[src/rtl/spim_pkg.sv]
// Package for the SPI master: register word indices and the positions of the
// config B control bits. The top module and the bench both import it.
package spim_pkg;
    localparam int REG_AW = 3;

    typedef enum logic [REG_AW-1:0] {
        REG_CFGA  = 3'd0,
        REG_CFGB  = 3'd1,
        REG_DATA  = 3'd2,
        REG_STAT  = 3'd3,
        REG_PRESC = 3'd4,
        REG_INT   = 3'd5
    } reg_idx_e;

    localparam int CB_RXIE = 0;
    localparam int CB_TXIE = 1;
    localparam int CB_OVIE = 2;
    localparam int CB_LOOP = 3;
    localparam int CB_EN   = 4;
endpackage

[src/rtl/spim_fifo.sv]
// Synchronous queue used for both directions of the port.
// Assumes DEPTH is a power of two. A push when the queue is full and a pop
// when it is empty are ignored. head shows the oldest entry.
module spim_fifo #(
    parameter int W     = 16,
    parameter int DEPTH = 8
) (
    input  logic                         clk,
    input  logic                         rst_n,
    input  logic                         push,
    input  logic [W-1:0]                 push_data,
    input  logic                         pop,
    output logic [W-1:0]                 head,
    output logic [$clog2(DEPTH+1)-1:0]   count,
    output logic                         empty,
    output logic                         full
);
    localparam int PTR_W = $clog2(DEPTH);
    localparam int CNT_W = $clog2(DEPTH+1);

    logic [W-1:0]     mem [DEPTH];
    logic [PTR_W-1:0] wr_ptr, rd_ptr;
    logic             do_push, do_pop;

    assign empty   = (count == '0);
    assign full    = (count == CNT_W'(DEPTH));
    assign do_push = push && !full;
    assign do_pop  = pop && !empty;
    assign head    = mem[rd_ptr];

    // Storage write for accepted pushes.
    always_ff @(posedge clk) begin
        if (do_push) mem[wr_ptr] <= push_data;
    end

    // Pointer and occupancy bookkeeping.
    always_ff @(posedge clk) begin
        if (!rst_n) begin
            wr_ptr <= '0;
            rd_ptr <= '0;
            count  <= '0;
        end else begin
            if (do_push) wr_ptr <= wr_ptr + 1'b1;
            if (do_pop)  rd_ptr <= rd_ptr + 1'b1;
            case ({do_push, do_pop})
                2'b10:   count <= count + 1'b1;
                2'b01:   count <= count - 1'b1;
                default: count <= count;
            endcase
        end
    end
endmodule

[src/rtl/spim_baud.sv]
// Two-stage bit-clock divider. While run is high it emits a one-cycle tick
// once every (presc[7:1])*(1+rate) cycles; each tick marks one SCLK half
// period. Prescale bit 0 is ignored, and a halved prescale of 0 acts as 1.
// Both counters are held at zero while run is low, so the first tick comes
// one full half period after run rises.
module spim_baud #(
    parameter int DIV_W = 8
) (
    input  logic             clk,
    input  logic             rst_n,
    input  logic             run,
    input  logic [DIV_W-1:0] presc,
    input  logic [DIV_W-1:0] rate,
    output logic             tick
);
    localparam int PRE_W = DIV_W - 1;

    logic [PRE_W-1:0] half_pre, pre_cnt;
    logic [DIV_W-1:0] rate_cnt;
    logic             pre_wrap;

    assign half_pre = (presc[DIV_W-1:1] == '0) ? PRE_W'(1) : presc[DIV_W-1:1];
    assign pre_wrap = (pre_cnt == half_pre - 1'b1);
    assign tick     = run && pre_wrap && (rate_cnt == rate);

    // Prescale counter, followed by the rate counter it advances.
    always_ff @(posedge clk) begin
        if (!rst_n || !run) begin
            pre_cnt  <= '0;
            rate_cnt <= '0;
        end else if (pre_wrap) begin
            pre_cnt  <= '0;
            rate_cnt <= (rate_cnt == rate) ? '0 : rate_cnt + 1'b1;
        end else begin
            pre_cnt  <= pre_cnt + 1'b1;
        end
    end
endmodule

[src/rtl/spim_shift.sv]
// Frame shifter. When the port is enabled and idle with a frame waiting, it
// pops the frame and runs 2N half periods, toggling SCLK on each tick.
// Sampling happens on ticks whose index parity equals the phase bit; the
// outgoing data moves on the other ticks, except the first. The received
// word is handed over one cycle after the last tick. Clearing the enable
// aborts a frame, and that frame is not delivered.
module spim_shift #(
    parameter int W = 16
) (
    input  logic         clk,
    input  logic         rst_n,
    input  logic         en,
    input  logic         cpol,
    input  logic         cpha,
    input  logic [3:0]   size_m1,
    input  logic         loop,
    input  logic         tick,
    input  logic         tx_avail,
    input  logic [W-1:0] tx_word,
    input  logic         miso,
    output logic         tx_pop,
    output logic         rx_push,
    output logic [W-1:0] rx_word,
    output logic         active,
    output logic         busy,
    output logic         sclk,
    output logic         mosi
);
    localparam int SH_W = $clog2(W + 1);
    localparam int K_W  = $clog2(2 * W);

    logic [SH_W-1:0] nbits;
    logic [K_W-1:0]  k, last_k;
    logic [W-1:0]    shreg, rxsh;
    logic            din, start, sample_now;

    assign nbits      = (size_m1 < 4'd3) ? SH_W'(4) : SH_W'(size_m1) + 1'b1;
    assign last_k     = K_W'({1'b0, nbits, 1'b0} - 7'd1);
    assign start      = en && !active && tx_avail;
    assign tx_pop     = start;
    assign mosi       = shreg[W-1];
    assign din        = loop ? mosi : miso;
    assign sample_now = (k[0] == cpha);
    assign rx_word    = rxsh;
    assign busy       = active || rx_push;

    // Frame sequencing: the clock level, the tick index and both shift registers.
    always_ff @(posedge clk) begin
        if (!rst_n) begin
            active <= 1'b0;
            sclk   <= 1'b0;
            shreg  <= '0;
            rxsh   <= '0;
            k      <= '0;
        end else if (!en) begin
            active <= 1'b0;
            sclk   <= cpol;
        end else if (start) begin
            active <= 1'b1;
            sclk   <= cpol;
            shreg  <= tx_word << (SH_W'(W) - nbits);
            rxsh   <= '0;
            k      <= '0;
        end else if (active) begin
            if (tick) begin
                sclk <= ~sclk;
                if (sample_now)      rxsh  <= {rxsh[W-2:0], din};
                else if (k != '0)    shreg <= shreg << 1;
                if (k == last_k) active <= 1'b0;
                else             k      <= k + 1'b1;
            end
        end else begin
            sclk <= cpol;
        end
    end

    // One-cycle delivery strobe issued after the last tick of a frame.
    always_ff @(posedge clk) begin
        if (!rst_n) rx_push <= 1'b0;
        else        rx_push <= en && active && tick && (k == last_k);
    end
endmodule

[src/rtl/spim_top.sv]
// SPI master port with register access. It holds the config, prescale and
// overrun state, decodes the register port, and connects the two queues,
// the divider and the shifter. Assumes one register access per cycle; a
// read of the data register removes one frame from the receive queue.
module spim_top
    import spim_pkg::*;
#(
    parameter int DATA_W     = 16,
    parameter int FIFO_DEPTH = 8,
    parameter int DIV_W      = 8
) (
    input  logic              clk,
    input  logic              rst_n,
    input  logic              reg_sel,
    input  logic              reg_wr,
    input  logic [REG_AW-1:0] reg_idx,
    input  logic [15:0]       reg_wdata,
    output logic [15:0]       reg_rdata,
    output logic              spi_sclk,
    output logic              spi_mosi,
    input  logic              spi_miso,
    output logic              irq
);
    localparam int CNT_W = $clog2(FIFO_DEPTH + 1);
    localparam int HALF  = FIFO_DEPTH / 2;

    logic [3:0]        size_m1;
    logic              mode_pol, mode_pha;
    logic [DIV_W-1:0]  rate, presc;
    logic [6:0]        cfgb;
    logic              ovr_flag;

    logic              wr_hit, rd_hit, ovr_clr, port_en;
    logic              tx_pop, tx_empty, tx_full;
    logic              rx_push, rx_pop, rx_empty, rx_full;
    logic [CNT_W-1:0]  tx_cnt, rx_cnt;
    logic [DATA_W-1:0] tx_head, rx_head, rx_word;
    logic              tick, shift_active, shift_busy;
    logic [2:0]        int_vec;

    assign wr_hit  = reg_sel && reg_wr;
    assign rd_hit  = reg_sel && !reg_wr;
    assign ovr_clr = wr_hit && (reg_idx == REG_INT);
    assign rx_pop  = rd_hit && (reg_idx == REG_DATA);
    assign port_en = cfgb[CB_EN];

    // Configuration registers written from the register port.
    always_ff @(posedge clk) begin
        if (!rst_n) begin
            size_m1  <= '0;
            mode_pol <= 1'b0;
            mode_pha <= 1'b0;
            rate     <= '0;
            cfgb     <= '0;
            presc    <= '0;
        end else if (wr_hit) begin
            case (reg_idx)
                REG_CFGA: begin
                    rate     <= reg_wdata[15:8];
                    mode_pha <= reg_wdata[7];
                    mode_pol <= reg_wdata[6];
                    size_m1  <= reg_wdata[3:0];
                end
                REG_CFGB:  cfgb  <= reg_wdata[6:0];
                REG_PRESC: presc <= reg_wdata[7:0];
                default: ;
            endcase
        end
    end

    // Sticky overrun flag: a completed frame that finds the receive queue
    // full sets it; any write to the interrupt register clears it. A set in
    // the same cycle as a clear wins.
    always_ff @(posedge clk) begin
        if (!rst_n)                 ovr_flag <= 1'b0;
        else if (rx_push && rx_full) ovr_flag <= 1'b1;
        else if (ovr_clr)           ovr_flag <= 1'b0;
    end

    spim_fifo #(.W(DATA_W), .DEPTH(FIFO_DEPTH)) u_txq (
        .clk(clk), .rst_n(rst_n),
        .push(wr_hit && (reg_idx == REG_DATA)), .push_data(reg_wdata[DATA_W-1:0]),
        .pop(tx_pop), .head(tx_head), .count(tx_cnt),
        .empty(tx_empty), .full(tx_full)
    );

    spim_fifo #(.W(DATA_W), .DEPTH(FIFO_DEPTH)) u_rxq (
        .clk(clk), .rst_n(rst_n),
        .push(rx_push), .push_data(rx_word),
        .pop(rx_pop), .head(rx_head), .count(rx_cnt),
        .empty(rx_empty), .full(rx_full)
    );

    spim_baud #(.DIV_W(DIV_W)) u_baud (
        .clk(clk), .rst_n(rst_n), .run(shift_active),
        .presc(presc), .rate(rate), .tick(tick)
    );

    spim_shift #(.W(DATA_W)) u_shift (
        .clk(clk), .rst_n(rst_n), .en(port_en),
        .cpol(mode_pol), .cpha(mode_pha), .size_m1(size_m1),
        .loop(cfgb[CB_LOOP]), .tick(tick),
        .tx_avail(!tx_empty), .tx_word(tx_head), .miso(spi_miso),
        .tx_pop(tx_pop), .rx_push(rx_push), .rx_word(rx_word),
        .active(shift_active), .busy(shift_busy),
        .sclk(spi_sclk), .mosi(spi_mosi)
    );

    // Interrupt sources, each gated by its enable bit in config B.
    always_comb begin
        int_vec[0] = (rx_cnt >= CNT_W'(HALF)) && cfgb[CB_RXIE];
        int_vec[1] = (tx_cnt <= CNT_W'(HALF)) && cfgb[CB_TXIE];
        int_vec[2] = ovr_flag && cfgb[CB_OVIE];
    end
    assign irq = |int_vec;

    // Read-data multiplexer; returns zero when no read is in progress.
    always_comb begin
        reg_rdata = '0;
        if (rd_hit) begin
            case (reg_idx)
                REG_CFGA:  reg_rdata = {rate, mode_pha, mode_pol, 2'b00, size_m1};
                REG_CFGB:  reg_rdata = {9'd0, cfgb};
                REG_DATA:  reg_rdata = rx_empty ? '0 : 16'(rx_head);
                REG_STAT:  reg_rdata = {11'd0, shift_busy || !tx_empty, rx_full,
                                        !rx_empty, !tx_full, tx_empty};
                REG_PRESC: reg_rdata = {8'd0, presc};
                REG_INT:   reg_rdata = {13'd0, int_vec};
                default:   reg_rdata = '0;
            endcase
        end
    end
endmodule

[config.mk]
export PLATFORM = sky130hd
export DESIGN_NAME = spim_top
export DESIGN_NICKNAME = d
export VERILOG_FILES = /design/src/rtl/spim_pkg.sv /design/src/rtl/spim_fifo.sv /design/src/rtl/spim_baud.sv /design/src/rtl/spim_shift.sv /design/src/rtl/spim_top.sv
export SDC_FILE = /design/constraint.sdc
export NUM_CORES = 1
export LEC_CHECK = 0
export BUFFER_PORTS_ARGS = -buffer_cell sky130_fd_sc_hd__buf_2
export CAP_MARGIN = 20
export CORE_MARGIN = 2
export CORE_UTILIZATION = 30
export DETAILED_ROUTE_END_ITERATION = 6
export HOLD_SLACK_MARGIN = 0.12
export PLACE_DENSITY = 0.52
export SETUP_SLACK_MARGIN = 0.4
export SLEW_MARGIN = 5
export SYNTH_ARGS = -nofsm -noshare
export SYNTH_HDL_FRONTEND = slang
export SYNTH_SLANG_ARGS = --single-unit
[constraint.sdc]
create_clock -name clk -period 3.71 [get_ports clk]
set_clock_uncertainty 0.2 [all_clocks]
set_input_delay 0.371 -clock clk [delete_from_list [all_inputs] [get_ports clk]]
set_output_delay 0.371 -clock clk [all_outputs]
set_load 0.1 [all_outputs]
### Word level (Yosys, flattened, before mapping)

Memories as Yosys holds them, arrays and structs flattened. A register that Yosys moved wholly into a read port is not among the register bits.
Index checks and enable logic that the tools add are counted.

* $add $sub $neg: 15
* magnitude comparators: 3
* equality and inequality tests: 18
* shift-type cells: 1
* muxes and demuxes: 40
* bitwise logic cells: 1
* reduce and logical (&&, ||, !) cells: 51

Operators with widths (count)
* two-way mux 16 bit: 11
* one-hot mux 16 bit (6 select lines): 1
* two-way mux 5 bit: 5
* logical AND 1 bit: 20
* one-hot mux 4 bit (2 select lines): 2
* << shifter 16 x 5 -> 16 bit: 1
* two-way mux 1 bit: 15
* nonzero test 2 bit: 7
* adder 3 x 1 -> 3 bit, second input constant: 4
* two-way mux 3 bit: 4
* adder 4 x 1 -> 4 bit, second input constant: 2
* adder 8 x 1 -> 8 bit, second input constant: 1
* == test 4 bit, second input constant: 2
* == test 8 bit: 1
* logical NOT 4 bit: 2
* two-way mux 8 bit: 1
* AND reduction 2 bit: 4
* AND reduction 4 bit: 2
* subtractor 4 x 1 -> 4 bit, second input constant: 2
* adder 7 x 1 -> 7 bit, second input constant: 1
* == test 7 bit: 1
* logical NOT 1 bit: 7
* logical NOT 7 bit: 1
* two-way mux 7 bit: 1
* other kinds (24): 31

* register bits after elaboration: 105
* memory bits (writable): 256
* input bits: 24
* output and inout bits: 19
* memories kept: 2

Memory list
* u_rxq.mem: words 8, width 16, read ports 1, clocked after Yosys merged registers in 1, wr ports 1, RTL line spim_fifo.sv:21 `logic [W-1:0] mem [DEPTH];`
* u_txq.mem: words 8, width 16, read ports 1, clocked after Yosys merged registers in 1, wr ports 1, RTL line spim_fifo.sv:21

### Logic depth before layout (Yosys ltp)

Gate-level depths: netlist of run 1.

* depth in word-level cells: 10
* mapped depth: 15

### Cells and area by module

A second synthesis of run 1 with hierarchy kept.

* cells, all modules: 1179
* area, all modules: 16743.6 um^2

By module, submodules not included
* spim_fifo: instances 2, cells an instance 260, area an instance 5579.1 um^2, seq. area each 4103.9 um^2
* spim_shift: instances 1, cells an instance 329, area an instance 2761.4 um^2, seq. area each 800.8 um^2
* spim_top: instances 1, cells an instance 200, area an instance 1715.4 um^2, seq. area each 600.6 um^2
* spim_baud: instances 1, cells an instance 130, area an instance 1108.6 um^2, seq. area each 300.3 um^2

### Least setup slack after synthesis of run 1

Ideal clock, no wire load.

* path kind: input to output
* start: input port reg_idx[1]
* end: output port reg_rdata[0]
* arrival: 2998 ps
* required time: 3139 ps
* path slack: 141 ps
* stages: 6
* buffers on the path: 2
* cell sequence: clkbuf_1 -> nand2b_1 -> nor3_1 -> clkbuf_1 -> nand2_1 -> a31oi_1

* cells in the longest elaborated chain, start to end: 3
* elaborated cells between the ends (all ways): 8
* classes of those cells: 5 x eq/ne; 2 x mux; 1 x reduce/logical

Ends and longest elaborated chain
* from (decl): RTL line spim_top.sv:16 `input logic [REG_AW-1:0] reg_idx,`
* == test 3 bit (tied with other cells): RTL line spim_top.sv:121 `case (reg_idx)`
* one-hot mux 16 bit (6 select lines) *: RTL line spim_top.sv:121
* two-way mux 16 bit *: RTL line spim_top.sv:120 `if (rd_hit) begin`
* to (decl): RTL line spim_top.sv:18 `output logic [15:0] reg_rdata,`

Every way passes the cells marked *; elsewhere a longest branch is shown, timed or not.

==> flow_metrics.py, run 1 <==
metrics = {
    "outcome": {
        "status": "finished, final reports clean",
    },
    "place": {
        "dp_slack_ps": 304,
        "place_hpwl_um": 26200,
        "place_area_mm2": 0.0172,
        "port_buffers": 42,
        "dp.cells": 1884,
        "gp_congestion": 0.864,
    },
    "finish": {
        "seq_area_mm2": 0.00992,
        "n_fill_cell": 5008,
        "fin_nets": 1311,
        "multiInputGateArea_mm2": 0.00575,
        "post-route-util_pct": 35.9,
        "finalNonFillerCells": 1987,
        "area_growth_pct": 18.7,
        "drive_above_1_share_pct": 23.7,
        "design_area_mm2": 0.0188,
    },
    "route": {
        "dr.first_iter.drc_count": 718,
        "drc_errors": 0,
        "vias": 9796,
        "ant_nets": 0,
        "vias_per_cell": 4.93,
        "wl_met2_um": 19500,
        "drt-total-wl_um": 39600,
        "post_drt_wl_per_cell_um": 19.9,
        "dr.pass1.iters": 5,
        "met1Wirelength_um": 17600,
        "highest_layer": "met5",
        "dr_wl_met3_um": 1740,
    },
    "clocking": {
        "clock_sinks": 367,
        "clockRootBuffer": "clkbuf_16",
        "cts_inserted_buffers": 40,
        "cts_tree": "done",
        "clk_pin_slew_worst_paths_ps": 60,
        "clk_latency_ps": 550,
        "htreeDepth": 2,
        "cts_buffer_depth": 3,
    },
    "sta": {
        "fin_crit_sh_pct": 86.1,
        "fin_crit_ps": 3190,
        "setup_slack_ps": 517,
        "hold_slack_ps": 216,
        "setup_tns_ps": 0,
        "final_max_slew_viol_count": 0,
        "worstMarginPinSlew_ps": 986,
        "relSlewSlack_pct": 33.8,
        "finalHoldViolCount": 0,
        "rsz0062_at_grt": "yes",
        "fmax_mhz": 313,
        "setup_viol": 0,
    },
    "grt": {
        "grt_first_pass_wirelength_um": 61000,
        "grt_use_total_pct": 14.7,
        "antenna_found_initial": 2,
        "grt_pass1_vias": 10000,
        "grt_max_degree": 59,
        "overflow": 0,
    },
    "critical_path": {
        "crit_required_ps": 3140,
        "cp_max_fo": 10,
        "crit_chain": "buf_12 -> buf_4 -> mux4_2 -> mux2_2 -> a22oi_1 -> nor2_2 -> clkbuf_4",
        "critical-path-max-stage-delay_ps": 520,
        "cp.arrival_ps": 2620,
        "critPathSlowestCell": "mux4_2",
        "startpoint_type": "flop",
        "crit_path_end_kind": "output pin",
        "path_class": "reg -> out",
    },
    "flow_run": {
        "cap_violations": 0,
    },
    "logic_synthesis": {
        "yosysWarnings": 0,
        "syn-cell-area_mm2": 0.0159,
        "yosysTopAreaCellShare_pct": 48.5,
        "synth_area_leaders": "edfxtp_1, dfxtp_1, mux4_2",
        "async_flop_share_pct": 0,
        "synth-edff-count": 256,
        "yosysTopAreaCell": "edfxtp_1",
        "synth_seq_cells": 367,
        "synth_flop_cell": "edfxtp_1",
        "syn_area_per_cell_um2": 13.7,
        "yosysUniqueCellTypes": 75,
        "ys_seq_area_share_pct": 62.5,
        "syn_inst": 1155,
        "syn_nets": 1198,
    },
    "hold_path": {
        "min_path_type": "in -> reg",
    },
    "pwr": {
        "p_leak_nw": 6.43,
        "seqPwrFrac_pct": 52.1,
        "switchingPower_mw": 1.78,
        "p_sw_share_pct": 21.3,
        "p_clk_share_pct": 44.5,
        "power_density_mw_per_mm2": 445,
        "pwr-share-comb_pct": 3.4,
        "vdd_ir_drop_max_mv": 0.395,
        "power.internal_mw": 6.59,
        "finalPower_mw": 8.37,
    },
    "die": {
        "die_y_um": 234,
        "die_x_um": 234,
        "start_util_pct": 30.2,
        "boundaryPins": 43,
        "rows": 84,
        "fp.coreArea_mm2": 0.0524,
        "die-area_mm2": 0.0547,
    },
}
-- path summary, 6_finish.rpt --
check	endpoint	slack, ps	cells after the start	startpoint
min	ovr_flag	220	5	reg_idx[2]
max reg2reg	u_shift.k[3]	580	9	size_m1[0]
max	reg_rdata[11]	520	7	flop
min reg2reg	u_shift.shreg[7]	280	2	u_shift.shreg[6]
-- layout by cell type, fill, tap and decap left out, types with 20 or more instances in the layout --
cell / netlist / routed
edfxtp_1: 256 / 256
nor2_1: 127 / 116
dfxtp_1: 111 / 108
nand2_1: 76 / 76
mux4_2: 61 / 61
buf_4: 4 / 61
a21oi_1: 54 / 53
mux2i_1: 52 / 52
clkbuf_16: 0 / 40
buf_2: 9 / 39
o21ai_0: 29 / 29
xor2_1: 29 / 29
mux2_2: 27 / 27
dlygate4sd3_1: 0 / 20
-- state kept, by name (all words and copies together), names as in the netlist, 5 cells and up, named ones only --
register         count
rate                 8
cfgb                 7
u_shift.k            5
u_txq.mem          128
presc                8
u_baud.rate_cnt      8
u_rxq.mem          128
u_baud.pre_cnt       7
u_shift.shreg       16
u_shift.rx_word     16
-- synth_stat cells (all sizes together) (9+ instances only) --
master    n
edfxtp  256
nor2    127
dfxtp   111
nand2    76
mux4     63
a21oi    54
mux2i    52
clkbuf   40
o21ai    33
xor2     29
mux2     27
nand3    23
inv      22
nor3     22
buf      20
ha       17
xnor2    17
a22oi    14
nand2b   14
a31oi    11
nor4     10
a211oi    9
nand4     9
o22ai     9
-- cell families (layout without fill, tap and decap cells) --
kind of cell | Yosys count | in the layout | share of synthesized area [%]
XOR/XNOR | 47 | 47 | 2.68
multiplexers | 142 | 142 | 14.2
AO/OA/AOI/OAI | 168 | 169 | 6.99
adder cells (fa/ha/maj) | 19 | 19 | 1.59
AND/OR/NAND/NOR | 329 | 329 | 9.86
other | 0 | 1 | 0
flip-flops | 367 | 367 | 62.5
buffers and inverters | 83 | 225 | 2.22
-- metal layers --
layer / track usage, % / up-vias
li1: - / 4620
met1: 19.4 / 4912
met2: 25.1 / 202
met3: 2.38 / 58
met4: 3.88 / 4
met5: 0 / -
-- worst max-delay path, delay by kind of cell, from the launching register on --
kind                   cells  cell delay, ps
muxes                      2             800
and+or+nand+nor            1              80
buffers and inverters      3             620
AOI/OAI and AO/OA          1             210
DFF                        1             350
-- power groups by stage --
| stage | clock network (mW) | registers [mW] | logic [mW] |
|---|---|---|---|
| CTS | 3.83 | 4.36 | 0.269 |
| global placement | 0 | 4.45 | 0.248 |
| floorplan | 0 | 4.45 | 0.137 |
| detailed placement | 0 | 4.45 | 0.249 |
| global route | 4.01 | 4.36 | 0.313 |
| finish | 3.72 | 4.36 | 0.287 |
-- what timing repair did --
item,4_1_cts,5_1_grt
pin swaps,0,4
setup endpoints to repair,39,45
hold buffers,20,0
gates resized for setup,4,11
endpoints found under the hold margin,175,0
buffers inserted,4,4
gates cloned,0,1
-- layout make-up --
cell class / instances / area share (%)
repair buffers: 130 / 5.39
clock inverters: 22 / 0.884
clock buffers: 50 / 5.51
well taps: 688 / 4.57
flip-flops and latches: 367 / 52.7
inverters: 23 / 0.458
multi-input cells: 706 / 30.5
diodes: 1 / 0.0133
Power figures use the tool's default switching activity.
==> run 2: changes to the inputs <==
--- a/config.mk
+++ b/config.mk
@@ -7,6 +7,7 @@
 export LEC_CHECK = 0
 export BUFFER_PORTS_ARGS = -buffer_cell sky130_fd_sc_hd__buf_2
 export CAP_MARGIN = 20
+export CORE_ASPECT_RATIO = 1.5
 export CORE_MARGIN = 2
 export CORE_UTILIZATION = 30
 export DETAILED_ROUTE_END_ITERATION = 6
==> flow_metrics.py, run 2 (synthesis results as in run 1) <==
metrics = {
    "outcome": {
        "status": "finished, final reports clean",
    },
    "die": {
        "fp.coreArea_mm2": 0.0525,
        "rows": 103,
        "die_y_um": 286,
        "die_x_um": 192,
        "boundaryPins": 43,
        "die-area_mm2": 0.0548,
        "start_util_pct": 30.2,
    },
    "sta": {
        "fmax_mhz": 309,
        "final_max_slew_viol_count": 0,
        "worstMarginPinSlew_ps": 873,
        "setup_tns_ps": 0,
        "fin_crit_ps": 3240,
        "hold_slack_ps": 231,
        "rsz0062_at_grt": "no",
        "finalHoldViolCount": 0,
        "relSlewSlack_pct": 41.8,
        "setup_viol": 0,
        "fin_crit_sh_pct": 87.2,
    },
    "critical_path": {
        "crit_required_ps": 3140,
        "reg2regPathDepth": 9,
        "cp.arrival_ps": 2660,
        "critical-path-max-stage-delay_ps": 520,
        "r2r_end": "u_shift.shreg[4]",
        "path_class": "reg -> out",
        "cp-endpoint": "reg_rdata[4]",
        "crit_path_end_kind": "output pin",
        "critPathSlowestCell": "mux4_2",
        "startpoint_type": "flop",
        "r2r_slack_ps": 540,
        "crit_family": "multiplexers",
        "cp.depth": 5,
        "critPathBufInv": 1,
        "crit_chain": "mux4_2 -> mux2_2 -> a221oi_1 -> nor2_1 -> buf_2",
        "r2r-start": "size_m1[0]",
        "cp_max_fo": 7,
    },
    "clocking": {
        "cts_tree": "done",
        "cts_inserted_buffers": 36,
        "clk_pin_slew_worst_paths_ps": 70,
        "clock_sinks": 367,
        "htreeDepth": 2,
        "clk_latency_ps": 530,
        "cts_buffer_depth": 3,
        "clockRootBuffer": "clkbuf_16",
    },
    "flow_run": {
        "cap_violations": 0,
    },
    "pwr": {
        "vdd_ir_drop_max_mv": 0.288,
        "power_density_mw_per_mm2": 439,
        "p_leak_nw": 6.29,
    },
    "route": {
        "ant_nets": 0,
        "vias_per_cell": 4.98,
        "vias": 9769,
        "post_drt_wl_per_cell_um": 20.3,
        "drt-total-wl_um": 39800,
        "drc_errors": 0,
        "dr.first_iter.drc_count": 505,
        "dr.pass1.iters": 5,
    },
    "finish": {
        "n_fill_cell": 5001,
        "reg_top3": "u_rxq.mem x128, u_txq.mem x128",
        "fin_nets": 1294,
        "drive_above_1_share_pct": 22.5,
        "area_growth_pct": 16.9,
        "most-common-layout-cells": "edfxtp_1, nor2_1, dfxtp_1",
        "antenna_cells": 0,
        "finalNonFillerCells": 1960,
        "final_common_cell": "edfxtp_1",
    },
    "grt": {
        "grt_pass1_vias": 10000,
        "antenna_found_initial": 0,
        "grt_max_degree": 47,
        "overflow": 0,
        "grt_first_pass_wirelength_um": 60300,
        "grt_use_total_pct": 14.6,
    },
    "place": {
        "port_buffers": 42,
        "dp.cells": 1871,
        "place_hpwl_um": 27300,
        "gp_congestion": 0.886,
    },
    "hold_path": {
        "min_from": "reg_wr",
        "min_path_type": "in -> reg",
    },
}
run 2: per-stage QoR:
step / power [mW] / setup slack, ps / utilization, % / instance area, µm²
final: 8.14 / 475 / 35.4 / 18600
after global placement: 4.69 / 483 / 32.7 / 17200
after CTS: 8.25 / 416 / 35.3 / 18500
after floorplan: 4.59 / 467 / - / 15900
after global routing: 8.40 / 406 / 35.4 / 18600
after detailed placement: 4.69 / 447 / 32.7 / 17200
run 2: worst min path at each step:
stage	depth (start not counted)	endpoint
floorplan	1	u_baud.pre_cnt[0]
global placement	2	u_shift.shreg[7]
detailed placement	2	u_shift.shreg[4]
CTS	5	cfgb[2]
global route	5	cfgb[2]
finish	5	cfgb[2]
run 2: layout make-up:
class                           instances  area, µm²  area share, %
Multi-Input combinational cell        705       5710           30.8
Timing Repair Buffer                  118        871           4.69
Sequential cell                       367       9920           53.5
Clock buffer                           44        952           5.13
Inverter                               23       86.3          0.465
Clock inverter                         21        164          0.884
Tap cell                              682        853           4.60
run 2: tightest hold or removal path: stages:
cell and delay [ps]:
buf_2 140, nand2_1 90, nor3b_1 110, mux2i_1 140, nor2_1 70
run 2: repair_timing:
item                                    in CTS  in global routing
pin swaps                                    0                  1
setup buffers                                2                  2
gates resized for setup                      2                  7
endpoints found under the hold margin      174                  0
hold buffers                                20                  0
endpoints found under the setup margin      15                 38
run 2: power breakdown:
part           total (mW)  switching, mW  internal (mW)
registers            4.36        0.00705           4.35
logic               0.256          0.165         0.0906
clock network        3.52           1.54           1.98
total                8.14           1.71           6.42
run 2: metal layers:
| layer | GRT usage (%) | share of wire [%] | vias up |
|---|---|---|---|
| met5 | 0 | 0 | - |
| met4 | 6.60 | 4.4 | 0 |
| met3 | 1.84 | 2.4 | 87 |
| met2 | 27.9 | 56 | 165 |
| met1 | 15.7 | 38 | 4945 |
| li1 | - | - | 4572 |
==> run 3: changes to the inputs <==
==> constraint.sdc (replaced) <==
create_clock -name clk -period 3.2 [get_ports clk]
set_clock_uncertainty 0.2 [all_clocks]
set_input_delay 0.32 -clock clk [delete_from_list [all_inputs] [get_ports clk]]
set_output_delay 0.32 -clock clk [all_outputs]
set_load 0.1 [all_outputs]
==> flow_metrics.py, run 3 (synthesis results as in run 1) <==
metrics = {
    "outcome": {
        "status": "finished, final reports clean",
    },
    "die": {
        "rows": 103,
        "start_util_pct": 30.2,
        "die-area_mm2": 0.0548,
        "die_y_um": 286,
        "die_x_um": 192,
        "boundaryPins": 43,
        "fp.coreArea_mm2": 0.0525,
    },
    "critical_path": {
        "critical-path-max-stage-delay_ps": 500,
        "cp.arrival_ps": 2450,
        "reg2regPathDepth": 9,
        "crit_chain": "buf_6 -> mux4_2 -> mux2_4 -> a221oi_4 -> nor2_4 -> buf_12",
        "crit_required_ps": 2680,
        "cp_max_fo": 4,
        "r2r_slack_ps": 390,
        "crit_path_end_kind": "output pin",
        "startpoint_type": "flop",
        "critPathSlowestCell": "mux4_2",
        "critPathBufInv": 2,
        "r2r_end": "u_shift.shreg[14]",
        "path_class": "reg -> out",
        "crit_family": "multiplexers",
    },
    "flow_run": {
        "cap_violations": 0,
    },
    "place": {
        "gp_congestion": 0.903,
        "place_hpwl_um": 27700,
        "port_buffers": 42,
        "dp_slack_ps": 50.6,
    },
    "pwr": {
        "p_leak_nw": 7.04,
        "switchingPower_mw": 2.05,
        "power.internal_mw": 7.97,
        "vdd_ir_drop_max_mv": 0.282,
        "seqPwrFrac_pct": 50.4,
        "finalPower_mw": 10.0,
        "p_sw_share_pct": 20.4,
        "power_density_mw_per_mm2": 490,
        "pwr-share-comb_pct": 4.2,
        "p_clk_share_pct": 45.4,
    },
    "sta": {
        "final_max_slew_viol_count": 0,
        "finalHoldViolCount": 0,
        "fmax_mhz": 336,
        "worstMarginPinSlew_ps": 791,
        "setup_slack_ps": 225,
        "rsz0062_at_grt": "yes",
        "fin_crit_sh_pct": 93.0,
        "relSlewSlack_pct": 47.2,
        "setup_tns_ps": 0,
        "setup_viol": 0,
        "hold_slack_ps": 190,
        "fin_crit_ps": 2970,
    },
    "route": {
        "dr_wl_met3_um": 1220,
        "wl_met2_um": 23300,
        "ant_nets": 0,
        "drc_errors": 0,
        "post_drt_wl_per_cell_um": 20.2,
        "met1Wirelength_um": 15300,
        "vias_per_cell": 4.98,
        "vias": 10100,
        "dr.first_iter.drc_count": 578,
        "dr.pass1.iters": 5,
        "highest_layer": "met4",
        "drt-total-wl_um": 41100,
    },
    "clocking": {
        "cts_buffer_depth": 3,
        "clk_latency_ps": 530,
        "clockRootBuffer": "clkbuf_16",
        "htreeDepth": 2,
        "cts_inserted_buffers": 37,
        "clk_pin_slew_worst_paths_ps": 60,
        "cts_tree": "done",
        "clock_sinks": 367,
    },
    "hold_path": {
        "min_from": "reg_wr",
        "hold_path_end": "size_m1[0]",
        "hold_path_depth": 5,
        "min_path_type": "in -> reg",
    },
    "grt": {
        "overflow": 0,
        "grt_max_degree": 33,
        "grt_first_pass_wirelength_um": 62800,
        "grt_pass1_vias": 10600,
        "grt_use_total_pct": 15.1,
        "antenna_found_initial": 0,
    },
    "finish": {
        "reg_top3": "u_rxq.mem x128, u_txq.mem x128",
        "fin_nets": 1367,
        "drive_above_1_share_pct": 35.4,
        "final_common_cell": "edfxtp_1",
        "post-route-util_pct": 39.0,
        "area_growth_pct": 28.9,
        "most-common-layout-cells": "edfxtp_1, nor2_1, dfxtp_1",
        "antenna_cells": 0,
    },
}
run 3: cell count changes in the layout (fill, tap and decap cells not counted), sizes merged:
cell / previous run / this run
clkinvlp: 1 / 2
bufinv: 2 / 5
clkinv: 17 / 8
dlygate4sd3: 20 / 21
buf: 97 / 167
clkbuf: 45 / 53
run 3: worst min-delay path: cells and delay by family:
kind,cells,cell delay [ps]
AOI/OAI and AO/OA,1,50
and+or+nand+nor,2,170
buffers and inverters,2,340
run 3: cell type report:
| type | count | area [µm²] |
|---|---|---|
| well taps | 682 | 853 |
| fillers | 4941 | 32000 |
| clock buffers | 51 | 1060 |
| clock inverters | 16 | 216 |
| inverters | 23 | 98.8 |
| multi-input cells | 705 | 6400 |
| flip-flops and latches | 367 | 9940 |
| repair buffers | 190 | 1870 |
run 3: per-stage QoR:
stage	std cells	instance area, µm²
finish	2034	20400
global route	2034	20400
CTS	2004	19700
detailed placement	1895	17600
global placement	1895	17600
floorplan	1155	16100
run 3: worst max path at each step:
stage | from | end | slack (ps) | cells past startpoint
after floorplan | reg_idx[1] | reg_rdata[0] | 280 | 6
after global placement | size_m1[1] | u_shift.shreg[15] | 40 | 12
after detailed placement | size_m1[1] | u_shift.shreg[15] | 50 | 12
after CTS | flop | reg_rdata[1] | 150 | 6
after global routing | flop | reg_rdata[9] | 150 | 8
final | flop | reg_rdata[3] | 230 | 6
run 3: power by group through the flow:
stage / Sequential, mW / Clock [mW] / Combinational (mW)
floorplan: 5.16 / 0 / 0.170
global placement: 5.16 / 0 / 0.295
detailed placement: 5.16 / 0 / 0.297
CTS: 5.05 / 4.68 / 0.344
global route: 5.05 / 4.83 / 0.448
finish: 5.05 / 4.55 / 0.418
run 3: layer usage:
layer | global-route usage (%) | vias up
met5 | 0 | -
met4 | 5.48 | 0
met3 | 2.05 | 64
met2 | 29.4 | 177
met1 | 16.1 | 5179
li1 | - | 4718
run 3: repair_timing:
item                                   4_1_cts  5_1_grt
pin swaps                                   13       55
hold buffers                                21        0
resized for setup                          108      116
gates cloned                                 1        3
endpoints found under the hold margin      176        0
setup buffers                               20       27
setup endpoints to repair                   60       79
